`src/rtl/pipe_sram_pkg.sv`:
```
package pipe_sram_pkg;

  typedef enum logic [1:0] {
    OP_IDLE  = 2'd0,
    OP_READ  = 2'd1,
    OP_WRITE = 2'd2
  } opKindT;

  // Strobes from control to datapath for the operation in its data phase.
  typedef struct packed {
    logic advance;
    logic doRead;
    logic doWrite;
  } dpStrobeT;

endpackage

```
`src/rtl/pipe_sram_ctrl.sv`:
```
module pipe_sram_ctrl
  import pipe_sram_pkg::*;
#(
  parameter int ADDR_W     = 6,
  parameter int BEAT_BITS  = 2,
  parameter int PIPE_DEPTH = 2
) (
  input  logic              clk,
  input  logic              rst_n,
  input  logic              clkEnN,
  input  logic              chipEn1N,
  input  logic              chipEn2,
  input  logic              chipEn3N,
  input  logic              loadN,
  input  logic              readNotWrite,
  input  logic [ADDR_W-1:0] addr,
  output dpStrobeT          strobes,
  output logic [ADDR_W-1:0] tailAddr
);

  localparam int LAST = PIPE_DEPTH - 1;

  typedef struct packed {
    opKindT            kind;
    logic [ADDR_W-1:0] a;
  } stageT;

  stageT stg [PIPE_DEPTH];

  logic              ceTrue;
  logic              advance;
  opKindT            issueKind;
  logic [ADDR_W-1:0] issueAddr;
  logic [BEAT_BITS-1:0] nextBeat;

  assign ceTrue  = !chipEn1N && chipEn2 && !chipEn3N;
  assign advance = !clkEnN;

  // Stage 0 doubles as the burst state: its kind and address are the last issued beat.
  assign nextBeat = stg[0].a[BEAT_BITS-1:0] + BEAT_BITS'(1);

  always_comb begin
    if (!loadN) begin
      issueAddr = addr;
      if (!ceTrue)           issueKind = OP_IDLE;
      else if (readNotWrite) issueKind = OP_READ;
      else                   issueKind = OP_WRITE;
    end else begin
      issueKind = stg[0].kind;
      issueAddr = {stg[0].a[ADDR_W-1:BEAT_BITS], nextBeat};
    end
  end

  always_ff @(posedge clk) begin
    if (!rst_n) begin
      for (int i = 0; i < PIPE_DEPTH; i++) begin
        stg[i].kind <= OP_IDLE;
        stg[i].a    <= '0;
      end
    end else if (advance) begin
      stg[0].kind <= issueKind;
      stg[0].a    <= issueAddr;
      for (int i = 1; i < PIPE_DEPTH; i++) stg[i] <= stg[i-1];
    end
  end

  assign strobes.advance = advance;
  assign strobes.doRead  = (stg[LAST].kind == OP_READ);
  assign strobes.doWrite = (stg[LAST].kind == OP_WRITE);
  assign tailAddr        = stg[LAST].a;

  // an inactive chip enable with a load yields a deselect
  p_deselect_decode_r1: assert property (@(posedge clk) disable iff (!rst_n)
    advance && !loadN && (chipEn1N || !chipEn2 || chipEn3N) |=> stg[0].kind == OP_IDLE);

  // a continue stays inside the aligned group, keeps direction, moves the beat
  p_burst_group_r5: assert property (@(posedge clk) disable iff (!rst_n)
    advance && loadN && stg[0].kind != OP_IDLE |=>
      stg[0].a[ADDR_W-1:BEAT_BITS] == $past(stg[0].a[ADDR_W-1:BEAT_BITS]) &&
      stg[0].kind == $past(stg[0].kind) &&
      stg[0].a[BEAT_BITS-1:0] != $past(stg[0].a[BEAT_BITS-1:0]));

  // continuing a deselect remains a deselect
  p_idle_sticks_r6: assert property (@(posedge clk) disable iff (!rst_n)
    advance && loadN && stg[0].kind == OP_IDLE |=> stg[0].kind == OP_IDLE);

  // suspend freezes the pipeline
  p_freeze_r7: assert property (@(posedge clk) disable iff (!rst_n)
    clkEnN |=> $stable(stg[LAST]) && $stable(stg[0]));

endmodule

```
`src/rtl/pipe_sram_dp.sv`:
```
module pipe_sram_dp
  import pipe_sram_pkg::*;
#(
  parameter int ADDR_W = 6,
  parameter int LANES  = 4,
  parameter int LANE_W = 9
) (
  input  logic                      clk,
  input  logic                      rst_n,
  input  dpStrobeT                  strobes,
  input  logic [ADDR_W-1:0]         tailAddr,
  input  logic [LANES-1:0]          byteWeN,
  input  logic [LANES*LANE_W-1:0]   dqIn,
  output logic [LANES*LANE_W-1:0]   dqOut,
  output logic                      dqOe
);

  localparam int DEPTH = 1 << ADDR_W;

  logic laneWrite;
  logic laneRead;

  assign laneWrite = strobes.advance && strobes.doWrite;
  assign laneRead  = strobes.advance && strobes.doRead;

  for (genvar g = 0; g < LANES; g++) begin : g_lane
    logic [LANE_W-1:0] laneMem [DEPTH];
    logic [LANE_W-1:0] laneOut;

    always_ff @(posedge clk) begin
      if (laneWrite && !byteWeN[g])
        laneMem[tailAddr] <= dqIn[g*LANE_W +: LANE_W];
    end

    always_ff @(posedge clk) begin
      if (!rst_n)        laneOut <= '0;
      else if (laneRead) laneOut <= laneMem[tailAddr];
    end

    assign dqOut[g*LANE_W +: LANE_W] = laneOut;
  end

  always_ff @(posedge clk) begin
    if (!rst_n)               dqOe <= 1'b0;
    else if (strobes.advance) dqOe <= strobes.doRead;
  end

  // the bus only starts driving on an enabled read data phase
  p_drive_from_read_r3: assert property (@(posedge clk) disable iff (!rst_n)
    $rose(dqOe) |-> $past(strobes.advance && strobes.doRead));

  // outputs hold across a suspend
  p_hold_on_suspend_r7: assert property (@(posedge clk) disable iff (!rst_n)
    !strobes.advance |=> $stable(dqOut) && $stable(dqOe));

  // a write or idle data phase releases the bus
  p_release_r9: assert property (@(posedge clk) disable iff (!rst_n)
    strobes.advance && !strobes.doRead |=> !dqOe);

endmodule

```
`src/rtl/pipe_sram.sv`:
```
module pipe_sram
  import pipe_sram_pkg::*;
#(
  parameter int ADDR_W = 6,
  parameter int LANES  = 4,
  parameter int LANE_W = 9
) (
  input  logic                    clk,
  input  logic                    rst_n,
  input  logic                    clkEnN,
  input  logic                    chipEn1N,
  input  logic                    chipEn2,
  input  logic                    chipEn3N,
  input  logic                    loadN,
  input  logic                    readNotWrite,
  input  logic [LANES-1:0]        byteWeN,
  input  logic [ADDR_W-1:0]       addr,
  input  logic [LANES*LANE_W-1:0] dqIn,
  output logic [LANES*LANE_W-1:0] dqOut,
  output logic                    dqOe
);

  localparam int BEAT_BITS  = 2;
  localparam int PIPE_DEPTH = 2;

  dpStrobeT          strobes;
  logic [ADDR_W-1:0] tailAddr;

  pipe_sram_ctrl #(
    .ADDR_W(ADDR_W), .BEAT_BITS(BEAT_BITS), .PIPE_DEPTH(PIPE_DEPTH)
  ) u_ctrl (
    .clk(clk), .rst_n(rst_n), .clkEnN(clkEnN),
    .chipEn1N(chipEn1N), .chipEn2(chipEn2), .chipEn3N(chipEn3N),
    .loadN(loadN), .readNotWrite(readNotWrite), .addr(addr),
    .strobes(strobes), .tailAddr(tailAddr)
  );

  pipe_sram_dp #(
    .ADDR_W(ADDR_W), .LANES(LANES), .LANE_W(LANE_W)
  ) u_dp (
    .clk(clk), .rst_n(rst_n), .strobes(strobes), .tailAddr(tailAddr),
    .byteWeN(byteWeN), .dqIn(dqIn), .dqOut(dqOut), .dqOe(dqOe)
  );

endmodule

```
`config.mk`:
```
export PLATFORM = sky130hd
export DESIGN_NAME = pipe_sram
export DESIGN_NICKNAME = d
export VERILOG_FILES = /design/src/rtl/pipe_sram_pkg.sv /design/src/rtl/pipe_sram_ctrl.sv /design/src/rtl/pipe_sram_dp.sv /design/src/rtl/pipe_sram.sv
export SDC_FILE = /design/constraint.sdc
export NUM_CORES = 2
export LEC_CHECK = 0
export BUFFER_PORTS_ARGS = -buffer_cell sky130_fd_sc_hd__buf_4
export CORE_MARGIN = 5
export CORE_UTILIZATION = 50
export CTS_CLUSTER_SIZE = 28
export DETAILED_ROUTE_END_ITERATION = 8
export PLACE_DENSITY = 0.64
export RECOVER_POWER = 25
export SLEW_MARGIN = 20
export SYNTH_ARGS = -nofsm -noshare
export SYNTH_HDL_FRONTEND = slang
export SYNTH_SLANG_ARGS = --single-unit
```
`constraint.sdc`:
```
create_clock -name clk -period 5.8 [get_ports clk]
set_clock_uncertainty 0.05 [all_clocks]
set_input_delay 0.58 -clock clk [delete_from_list [all_inputs] [get_ports clk]]
set_output_delay 0.58 -clock clk [all_outputs]
set_load 0.1 [all_outputs]
```
Word-level counts from Yosys, hierarchy flattened
Memory sizes are Yosys's and may differ from the RTL's. A register that Yosys moved wholly into a read port is not among the register bits.
Index checks and enable logic that the tools add are counted.
{"block": "totals", "inputBits": 54, "n_memories": 5, "out_inout_bits": 37, "reg_bits": 1, "ram_bits": 2320}
{"block": "op_classes", "add_sub_neg": 1, "n_bitwise": 3, "n_reduce_logical": 19, "n_mux": 19, "n_eq_ne": 2}
{"memory": "u_dp.g_lane[0].laneMem", "depth": 64, "word_bits": 9, "rd": 1, "rd_ports_with_merged_regs": 1, "write_ports": 1, "line": "pipe_sram_dp.sv:27", "rtl": "logic [LANE_W-1:0] laneMem [DEPTH];"}
{"memory": "u_dp.g_lane[1].laneMem", "depth": 64, "word_bits": 9, "rd": 1, "rd_ports_with_merged_regs": 1, "write_ports": 1, "line": "pipe_sram_dp.sv:27"}
{"memory": "u_dp.g_lane[2].laneMem", "depth": 64, "word_bits": 9, "rd": 1, "rd_ports_with_merged_regs": 1, "write_ports": 1, "line": "pipe_sram_dp.sv:27"}
{"memory": "u_dp.g_lane[3].laneMem", "depth": 64, "word_bits": 9, "rd": 1, "rd_ports_with_merged_regs": 1, "write_ports": 1, "line": "pipe_sram_dp.sv:27"}
{"memory": "u_ctrl.stg", "depth": 2, "word_bits": 8, "rd": 2, "rd_ports_with_merged_regs": 0, "write_ports": 2, "line": "pipe_sram_ctrl.sv:28", "rtl": "stageT stg [PIPE_DEPTH];"}
{"cell": "two-way mux 1 bit", "n": 12}
{"cell": "two-way mux 6 bit", "n": 2}
{"cell": "logical NOT 1 bit", "n": 11}
{"cell": "logical AND 1 bit", "n": 8}
{"cell": "two-way mux 2 bit", "n": 4}
{"cell": "two-way mux 8 bit", "n": 1}
{"cell": "OR 1 bit", "n": 3}
{"cell": "adder 2 x 1 -> 2 bit (second input constant)", "n": 1}
{"cell": "== test 2 x 1 -> 1 bit (second input constant)", "n": 1}
{"cell": "== test 2 bit (second input constant)", "n": 1}

Logic depth before layout (Yosys ltp)
{"block": "logic_depth", "depth_word": 6, "depth_mapped": 11, "mapped_depth_nobuf": 6}

Modules after synthesis
From an unflattened synthesis, not the netlist that was laid out.
{"block": "hier_totals", "hier_cells": 5128, "area_unflattened_um2": 91696.7}
{"module": "pipe_sram_dp", "cells_per_inst": 5069, "area_per_inst_um2": 90956.0, "instances": 1}
{"module": "pipe_sram_ctrl", "cells_per_inst": 59, "area_per_inst_um2": 740.7, "instances": 1}

Worst setup path before layout
OpenSTA, ideal clock, no wires.
{"block": "synth_path", "path_kind": "reg2reg", "from": "memory u_ctrl.stg[0][10] (netlist bit)", "to": "memory u_dp.g_lane[2].laneMem[45][0] (enable)", "required_ns": 5.351, "period_less_slack_ns": 2.873, "n_path_buf": 6, "slack_ns": 2.927, "path_stages_with_launch": 9, "arrival_ns": 2.424, "path_cell_list": "dfxtp_1 -> buf_4 -> buf_6 -> buf_4 -> buf_4 -> buf_4 -> buf_2 -> nand2_1 -> nor4_1"}
{"element": "start: declaration", "line": "pipe_sram_ctrl.sv:28"}
{"element": "end: declaration", "line": "pipe_sram_dp.sv:27"}

==> reports/results.txt <==
run status: finished, violations left
failing checks: max-capacitance violations, max-slew violations
startpoint of the worst-slack reg-to-reg timing path: u_ctrl.stg[0][9]
Seq cells post-synth: 2357
Post-CTS Setup Bufs: 0
DRT Wirelength: 255000 um
post-synth cell types: 67
max-cap viol count: 28
topmost layer with routed signal wires: met5
Async S/R FF share, synth: 0%
area of the die: 0.191 mm^2
global-route wire length before repair: 362000 um
CP required: 6220 ps
Resize count post-CTS: 0
H-tree lvl count: 4
worst slack at placement: 1430 ps
Hold Path Class: primary input to flip-flop
vertical die dimension: 437 um
number of input and output port buffers inserted: 90
final-layout worst hold slack: 85.8 ps
Synth Net Count: 5034
Remaining DRCs: 0
number of buffers inserted during clock tree synthesis: 223
total power: 35.1 mW
antenna violations before repair: 7
P per Cell Area: 347 mW/mm^2
top flip-flop cell by instance count after synthesis: edfxtp_1
FILL cells: 13600
worst IR drop on VDD: 0.000335 V
number of DRC markers in iteration 0: 7035
number of instances in the synthesized netlist: 4980
Final TNS setup: 0 ps
final worst-path setup slack: 1690 ps
Pleak: 30.7 nW
Worst Hold End: u_ctrl.stg[0][7]
Placeable Area: 0.181 mm^2
Hold Path Depth: 3
setup repair after global routing missed its margin: no
Final period util: 70.8%
Routed WL per cell: 33.5 um
FMAX: 243 MHz
minimum period implied by the final worst setup slack: 4110 ps
starting utilization of the core area: 50.3%
fraction of the yosys area taken by sequential cells: 77.2%
commonest non-fill, non-tap cell in the layout: edfxtp_1
Yosys warning count: 0
clock sink count: 2357
clock slew seen by the registers of the worst setup and hold paths: 60 ps
Worst Setup End Kind: flip-flop
Worst slew margin: -135%
overall routing resource usage: 26.2%
HPWL after detailed placement: 146000 um
wire length on met2: 120000 um
start point of the worst hold path: chipEn1N
slack of the worst reg-to-reg path: 1690 ps
count of final hold-check violations: 0
DR pass1 iterations: 8
post-detailed-route via-to-cell ratio: 6.58
vias after detailed routing: 50100
Slew Viols, Final: 1820
type of element launching the critical path: flip-flop
placer congestion estimate: 0.827
Synth Cell Area: 0.0911 mm^2
Crit Reg-Reg Endpoint: u_dp.g_lane[2].laneMem[43][2]
number of synthesized flops with an enable pin: 2314
total grt overflow: 0
worst path arrival time: 4530 ps
final-stage net count: 5106
Worst Setup Path Type: flip-flop to flip-flop
transition at the pin with the smallest max-transition slack: 3530 ps
CTS tree: yes
I/O pins: 91
Clock Tree Buf Depth: 3
clock root buffer: clkbuf_16
clock latency of the later-clocked register in the worst-skew pair: 860 ps
met1 layer wirelength in the final routing: 99700 um
total length of routed met3 wires: 24500 um
number of cell instances on the worst register-to-register path: 4
Finish-stage setup viols: 0
share of cells above drive strength 1: 14.9%
number of placement rows: 156
pin count of the biggest net entering global routing: 105
maximum fanout along the worst path: 23
Layout area overhead: 10.8%
Avg Cell Area, Syn: 18.3 um^2
number of nets with antenna violations after detailed routing: 0
most used cells in the layout excluding fill and tap cells: 2314 x edfxtp_1, 367 x mux2i_1, 357 x nor2_1
number of global-route vias before repair: 48900
Die X-Extent: 437 um
[state kept, by name, summed over array words and instances, names as in the netlist]
register,cells
u_dp.dqOe,1
u_dp.g_lane.laneOut,36
u_ctrl.stg,16
u_dp.g_lane.laneMem,2304
[cell type report]
class / instances / area [um^2] / share of cell area [%]
antenna: 1 / 2.50 / 0.00248
clock buffer: 295 / 5970 / 5.92
clock inverter: 122 / 1130 / 1.12
inverter: 7 / 32.5 / 0.0322
multi-input combinational: 2267 / 18900 / 18.7
sequential: 2357 / 70400 / 69.7
tap: 2370 / 2970 / 2.94
timing repair buffer: 196 / 1550 / 1.54
[report_power, final]
group	leakage, nW	internal (mW)	switching, mW
Combinational	6.11	0.533	1.40
Sequential	21.2	18.8	0.0494
Clock	3.47	8.14	6.19
[synthesized netlist by cell type, types with 108 or more instances]
| cell | number | area share, % |
|---|---|---|
| a22oi_1 | 171 | 1.4 |
| a221oi_1 | 267 | 2.6 |
| mux4_2 | 202 | 5.0 |
| clkbuf_1 | 112 | 0.46 |
| a21oi_1 | 145 | 0.80 |
| buf_2 | 129 | 0.71 |
| mux2i_1 | 367 | 4.0 |
| nand2_1 | 132 | 0.54 |
| nor2_1 | 359 | 1.5 |
| o21ai_0 | 150 | 0.82 |
| o22ai_1 | 108 | 0.74 |
| edfxtp_1 | 2314 | 76 |
[kinds of logic (layout without fill, tap and decap cells)]
group,after synthesis,after routing,share of synthesized area (%)
flops,2357,2357,77.2
compound gates,998,998,7.73
mux,637,637,9.89
simple gates,631,631,2.95
buf+inv,356,620,2.19
xor+xnor,1,1,0.00962
other cells,0,1,0
[repair_timing]
action,in CTS,in global routing
setup endpoints to repair,0,0
hold buffers,10,0
hold endpoints to repair,9,0
[worst max-delay path by stage]
stage,startpoint,endpoint,cells past startpoint
2_1_floorplan,u_ctrl.stg[0][10],u_dp.g_lane[2].laneMem[45][0],8
3_3_place_gp,clkEnN,u_dp.g_lane[2].laneMem[44][2],6
3_5_place_dp,clkEnN,u_dp.g_lane[2].laneMem[44][0],6
4_1_cts,u_ctrl.stg[0][9],u_dp.g_lane[2].laneMem[43][2],4
5_1_grt,u_ctrl.stg[0][9],u_dp.g_lane[2].laneMem[43][5],4
6_report,u_ctrl.stg[0][9],u_dp.g_lane[2].laneMem[43][2],4
[stage by stage]
stage / utilization [%] / cell area [um^2] / std cells
2_1_floorplan: - / 91100 / 4980
3_3_place_gp: 51.8 / 93800 / 7187
3_5_place_dp: 51.8 / 93800 / 7187
4_1_cts: 55.8 / 101000 / 7614
5_1_grt: 55.8 / 101000 / 7614
6_report: 55.8 / 101000 / 7615
[layer usage]
| layer | up-vias | GRT usage, % |
|---|---|---|
| met4 | 6 | 9.73 |
| met2 | 3000 | 41.2 |
| met3 | 515 | 5.18 |
| met1 | 26000 | 36.8 |
| li1 | 20600 | - |
| met5 | - | 0 |
[critical path: stages (launching register included)]
cell,delay (ps)
dfxtp_4,620
nand2_2,440
nor2_1,980
nand2_1,740
nor2_1,870
No activity file was read; power rests on OpenSTA's default activity.
